### src/rtl/irq_chain_pkg.sv
package irq_chain_pkg;

   typedef enum logic [1:0] {
      CTL_OFF_A = 2'b00,
      CTL_EXT   = 2'b01,
      CTL_OFF_B = 2'b10,
      CTL_TMR   = 2'b11
   } ctl_code_e;

   localparam int SRC_TMR   = 0;
   localparam int SRC_EXT   = 1;
   localparam int NUM_SRC   = 2;
   localparam int EXT_DELTA = 'h80;

   // returns {ext_enable, timer_enable}
   function automatic logic [1:0] src_enables(input logic [1:0] code);
      logic [1:0] en;
      en[SRC_TMR] = (code == CTL_TMR);
      en[SRC_EXT] = (code == CTL_EXT);
      return en;
   endfunction

endpackage

### src/rtl/irq_ctl_port.sv
module irq_ctl_port #(
   parameter int ADDR_W    = 8,
   parameter int DATA_W    = 8,
   parameter int PORT_BASE = 4
) (
   input  logic              clk,
   input  logic              rst_n,
   input  logic              bus_wr,
   input  logic [ADDR_W-1:0] bus_addr,
   input  logic [DATA_W-1:0] bus_data,
   output logic [1:0]        ctl_code
);
   localparam logic [ADDR_W-1:0] CTL_ADDR = ADDR_W'(PORT_BASE + 2);

   logic hit;
   assign hit = bus_wr && (bus_addr == CTL_ADDR);

   always_ff @(posedge clk) begin
      if (!rst_n)   ctl_code <= irq_chain_pkg::CTL_OFF_A;
      else if (hit) ctl_code <= bus_data[1:0];
   end
endmodule

### src/rtl/irq_req_latch.sv
module irq_req_latch (
   input  logic clk,
   input  logic rst_n,
   input  logic set_i,
   input  logic clr_i,
   output logic q
);
   // a new request arriving with a service clear wins
   always_ff @(posedge clk) begin
      if (!rst_n)     q <= 1'b0;
      else if (set_i) q <= 1'b1;
      else if (clr_i) q <= 1'b0;
   end
endmodule

### src/rtl/irq_chain_arb.sv
module irq_chain_arb #(
   parameter int          VEC_W     = 16,
   parameter int unsigned TIMER_VEC = 'h20
) (
   input  logic                               clk,
   input  logic                               rst_n,
   input  logic [irq_chain_pkg::NUM_SRC-1:0]  lat,
   input  logic [irq_chain_pkg::NUM_SRC-1:0]  en,
   input  logic                               pri_in,
   input  logic                               ack,
   output logic                               pri_out,
   output logic                               int_req_n,
   output logic [irq_chain_pkg::NUM_SRC-1:0]  clr,
   output logic                               vec_valid,
   output logic [VEC_W-1:0]                   vec_out
);
   import irq_chain_pkg::*;

   logic [NUM_SRC-1:0] pend;
   logic [VEC_W-1:0]   src_vec [NUM_SRC];
   logic               any_pend;
   logic               grant;

   genvar g;
   generate
      for (g = 0; g < NUM_SRC; g++) begin : g_vec
         assign src_vec[g] = VEC_W'(TIMER_VEC + g * EXT_DELTA);
      end
   endgenerate

   assign pend      = lat & en;
   assign any_pend  = |pend;
   assign pri_out   = pri_in & ~any_pend;
   assign int_req_n = ~(pri_in & any_pend);
   assign grant     = ack & pri_in & any_pend;

   // fixed order: timer ahead of external
   assign clr[SRC_TMR] = grant & pend[SRC_TMR];
   assign clr[SRC_EXT] = grant & ~pend[SRC_TMR] & pend[SRC_EXT];

   always_ff @(posedge clk) begin
      if (!rst_n) begin
         vec_valid <= 1'b0;
         vec_out   <= '0;
      end else if (grant) begin
         vec_valid <= 1'b1;
         vec_out   <= clr[SRC_TMR] ? src_vec[SRC_TMR] : src_vec[SRC_EXT];
      end else begin
         vec_valid <= 1'b0;
         vec_out   <= '0;
      end
   end
endmodule

### src/rtl/irq_chain_ctrl.sv
module irq_chain_ctrl #(
   parameter int          ADDR_W    = 8,
   parameter int          DATA_W    = 8,
   parameter int          VEC_W     = 16,
   parameter int          PORT_BASE = 4,
   parameter int unsigned TIMER_VEC = 'h20
) (
   input  logic              clk,
   input  logic              rst_n,
   input  logic              bus_wr,
   input  logic [ADDR_W-1:0] bus_addr,
   input  logic [DATA_W-1:0] bus_data,
   input  logic              ext_irq,
   input  logic              timer_expire,
   input  logic              pri_in,
   output logic              pri_out,
   output logic              int_req_n,
   input  logic              ack,
   output logic              vec_valid,
   output logic [VEC_W-1:0]  vec_out
);
   import irq_chain_pkg::*;

   generate
      if (PORT_BASE % 4 != 0) begin : g_bad_base
         $error("PORT_BASE must be a multiple of four");
      end
      if (PORT_BASE + 3 >= (1 << ADDR_W)) begin : g_bad_span
         $error("port group does not fit ADDR_W");
      end
      if (DATA_W < 2) begin : g_bad_data
         $error("DATA_W must hold the two-bit code");
      end
      if (VEC_W > 30 || TIMER_VEC + EXT_DELTA >= (1 << VEC_W)) begin : g_bad_vec
         $error("vectors do not fit VEC_W");
      end
   endgenerate

   logic [1:0]         ctl_code;
   logic [NUM_SRC-1:0] lat, set_req, clr_req, en;
   logic               ext_q;

   irq_ctl_port #(.ADDR_W(ADDR_W), .DATA_W(DATA_W), .PORT_BASE(PORT_BASE)) u_port (
      .clk(clk), .rst_n(rst_n), .bus_wr(bus_wr), .bus_addr(bus_addr),
      .bus_data(bus_data), .ctl_code(ctl_code)
   );

   always_ff @(posedge clk) begin
      if (!rst_n) ext_q <= 1'b0;
      else        ext_q <= ext_irq;
   end

   assign set_req[SRC_TMR] = timer_expire;
   assign set_req[SRC_EXT] = ext_irq & ~ext_q;
   assign en               = src_enables(ctl_code);

   genvar s;
   generate
      for (s = 0; s < NUM_SRC; s++) begin : g_lat
         irq_req_latch u_lat (
            .clk(clk), .rst_n(rst_n), .set_i(set_req[s]), .clr_i(clr_req[s]), .q(lat[s])
         );
      end
   endgenerate

   irq_chain_arb #(.VEC_W(VEC_W), .TIMER_VEC(TIMER_VEC)) u_arb (
      .clk(clk), .rst_n(rst_n), .lat(lat), .en(en), .pri_in(pri_in), .ack(ack),
      .pri_out(pri_out), .int_req_n(int_req_n), .clr(clr_req),
      .vec_valid(vec_valid), .vec_out(vec_out)
   );
endmodule

### config.mk
export PLATFORM = sky130hd
export DESIGN_NAME = irq_chain_ctrl
export DESIGN_NICKNAME = d
export VERILOG_FILES = /design/src/rtl/irq_chain_pkg.sv /design/src/rtl/irq_ctl_port.sv /design/src/rtl/irq_req_latch.sv /design/src/rtl/irq_chain_arb.sv /design/src/rtl/irq_chain_ctrl.sv
export SDC_FILE = /design/constraint.sdc
export NUM_CORES = 1
export LEC_CHECK = 0
export BUFFER_PORTS_ARGS = -buffer_cell sky130_fd_sc_hd__buf_2
export CAP_MARGIN = 20
export CORE_ASPECT_RATIO = 1.25
export CORE_MARGIN = 8
export CORE_UTILIZATION = 30
export DETAILED_ROUTE_END_ITERATION = 7
export PLACE_DENSITY = 0.63
export SLEW_MARGIN = 40
export SYNTH_ARGS = -nofsm -noshare
export SYNTH_HDL_FRONTEND = slang
export SYNTH_HIERARCHICAL = 1
export SYNTH_SLANG_ARGS = --single-unit
### constraint.sdc
create_clock -name clk -period 1.6 [get_ports clk]
set_input_delay 0.08 -clock clk [delete_from_list [all_inputs] [get_ports clk]]
set_output_delay 0.08 -clock clk [all_outputs]
set_load 0.03 [all_outputs]
==> run summary <==
Status = finished clean
Final RePlAce weighted congestion = 0.6978
Final Non-Filler Cells = 92
Finished Cell Area = 581.8 um^2
Pleak = 0.2833 nW
Clock skew = 0.002703 ns
Share of cells above drive strength 1 = 47.30%
Worst-Skew Late Latency = 0.24 ns
Port Buffers = 21
DRT antenna net count = 0
DP Cell Count = 89
Maximum clock frequency = 726.7 MHz
DR iter-0 viols = 2
Final Max Slew Viols = 0
Synth Flop Type = dfxtp_1
Largest net degree at the start of global routing = 9
Arr. time, crit path = 1.30 ns
Vias in the first global route = 353
Worst hold slack = 0.04210 ns
TritonCTS clock tree = yes
Max-Cap Viols = 0
Most common cell in the netlist = buf_4
Post-placement cell area = 559.3 um^2
Grt total ovfl = 0
Largest area contributor in the netlist = dfxtp_1
FF-to-FF End = g_lat[1].u_lat/q$_SDFFE_PN0P_
Clock net sink count = 8
Critical Path End Type = output pin
Worst reg-to-reg path cell count = 5
Die Y = 61.09 um
Routed WL = 928 um
Worst VDD drop = 313.9 uV
Clk slew on worst S/H paths = 0.05 ns
Post-Synthesis Cells = 51
Final Hold Fails = 0
Global-route wire length before repair = 1.352 mm
First-pass DRT Iterations = 4
Post-synth EDFFs = 0
Clk buf depth = 2
Async SR Flop Fraction = 0%
Hold Crit Endpoint = g_lat[0].u_lat/q$_SDFFE_PN0P_
Worst EP required = 1.52 ns
Post-synthesis sequential area ratio = 32.82%
Tot GR Track Use = 5.842%
Largest cells by area after synthesis = dfxtp_1, buf_4, nor2b_4, nor3b_2, nand2_1
Power density over the cells = 761.7 mW/mm^2
I/O pin count = 42
Hold Startpoint = timer_expire
DIE AREA = 0.003181 mm^2
Top cell type's share of synthesized area = 32.82%
Initial Utilization = 31.66%
Root Buffer = clkbuf_4
Area grow syn2layout = 19.23%
# DRC = 0
Synth warn = 6
Mean cell area of the mapped netlist = 9.568 um^2
Final min period = 1.376 ns
Post-CTS resize count = 0
RSZ-0062 raised after global routing = false
Die X = 52.07 um
Cts hold-fix bufs = 0
Layout Nets = 99
Crit Path Max Fanout = 6
Vias per inst = 3.891
Min-Delay Path Class = input port to flop
Htree depth = 1
Setup TNS = 0 ns
Final setup fails = 0
Rows = 16
Setup Crit Path Kind = flop to output pin
Worst hold stages = 2
Total CTS buffers = 3
Post-CTS setup buffers = 0
Synth unique cells = 21
Vias = 358
Wire per inst = 10.09 um
Synth Register Bits = 8
CP startpoint kind = flop
Period Utilization, post-route = 86.01%
Antenna Cells = 0
R2r setup slk = 0.36 ns
Initial antenna violation count = 0
Top cells by count, synth = buf_4, dfxtp_1, nand2_1
Final HPWL DP = 833.8 um
Area of the mapped netlist = 488.0 um^2
CORE AREA = 0.001541 mm^2
Reg-to-Reg Start = u_port/ctl_code[1]$_SDFFE_PN0P_
-- worst max path at each step --
| stage | startpoint | endpoint | slack, ns | depth (start not counted) |
|---|---|---|---|---|
| finish | u_port/ctl_code[1]$_SDFFE_PN0P_ | pri_out | 0.22 | 4 |
| global route | u_port/ctl_code[1]$_SDFFE_PN0P_ | pri_out | 0.15 | 4 |
| CTS | u_port/ctl_code[1]$_SDFFE_PN0P_ | pri_out | 0.21 | 4 |
| detailed placement | u_port/ctl_code[1]$_SDFFE_PN0P_ | g_lat[1].u_lat/q$_SDFFE_PN0P_ | 0.36 | 5 |
| global placement | u_port/ctl_code[1]$_SDFFE_PN0P_ | g_lat[1].u_lat/q$_SDFFE_PN0P_ | 0.38 | 5 |
| floorplan | u_port/ctl_code[1]$_SDFFE_PN0P_ | g_lat[1].u_lat/q$_SDFFE_PN0P_ | 0.45 | 5 |
-- metal layers --
layer,part of all wire (%),vias up,track usage [%]
li1,-,189,-
met1,31,157,4.149
met2,61,10,11.00
met3,6.0,2,1.691
met4,2.7,0,6.844
met5,0,-,0
-- critical path, cell delays in order, from the launching register on --
cell and delay [ns]:
dfxtp_1 0.33, and2b_2 0.22, nand2_2 0.12, and3_2 0.19, buf_2 0.19
-- cell families (layout without fill, tap and decap cells) --
logic type,after synthesis,in the layout,synth area share [%]
other,1,14,0.7685
buffers and inverters,14,24,21.54
and+or+nand+nor,21,21,33.59
DFF,8,8,32.82
AOI/OAI and AO/OA,5,5,7.179
muxes,2,2,4.103
-- sequential cells by signal, summed over array words and instances (netlist names) --
signal,count
ext_q,1
g_lat.u_lat/q,2
u_arb/vec_valid,1
u_port/ctl_code,2
u_arb/vec_out,2
-- layout by cell type (no fill, tap or decap) --
cell type	n
a21bo_2	1
a21oi_1	2
and2_1	1
and2_2	1
and2b_2	1
and3_2	1
and4b_1	1
buf_2	21
clkbuf_4	3
conb_1	14
dfxtp_1	8
mux2i_1	2
nand2_1	6
nand2_2	1
nand3_2	1
nor2_1	1
nor2b_1	1
nor2b_4	2
nor3b_1	1
nor3b_2	2
nor4b_2	1
o21a_1	2
-- final cells by class --
cell class	instances	area, um^2
Fill cell	163	959.7
Multi-Input combinational cell	42	271.5
Sequential cell	8	160.2
Timing Repair Buffer	21	105.1
Clock buffer	3	22.52
Tap cell	18	22.52
-- power by group --
part	switching, W	total (W)	internal, W
clock	0.0000614	0.000147	0.0000854
sequential	0.00000240	0.000207	0.000205
combinational	0.0000617	0.0000893	0.0000276
total	0.000126	0.000443	0.000318
-- metrics by stage --
step / setup WS (ns) / util [%] / total power (W)
2_1_floorplan: 0.4539 / - / 0.0003004
3_3_place_gp: 0.3768 / 36.28 / 0.0002988
3_5_place_dp: 0.3610 / 36.28 / 0.0002998
4_1_cts: 0.2060 / 37.74 / 0.0004509
5_1_grt: 0.1483 / 37.74 / 0.0004747
6_report: 0.2239 / 37.74 / 0.0004432
Note: power is estimated with default switching activity, not from simulation.
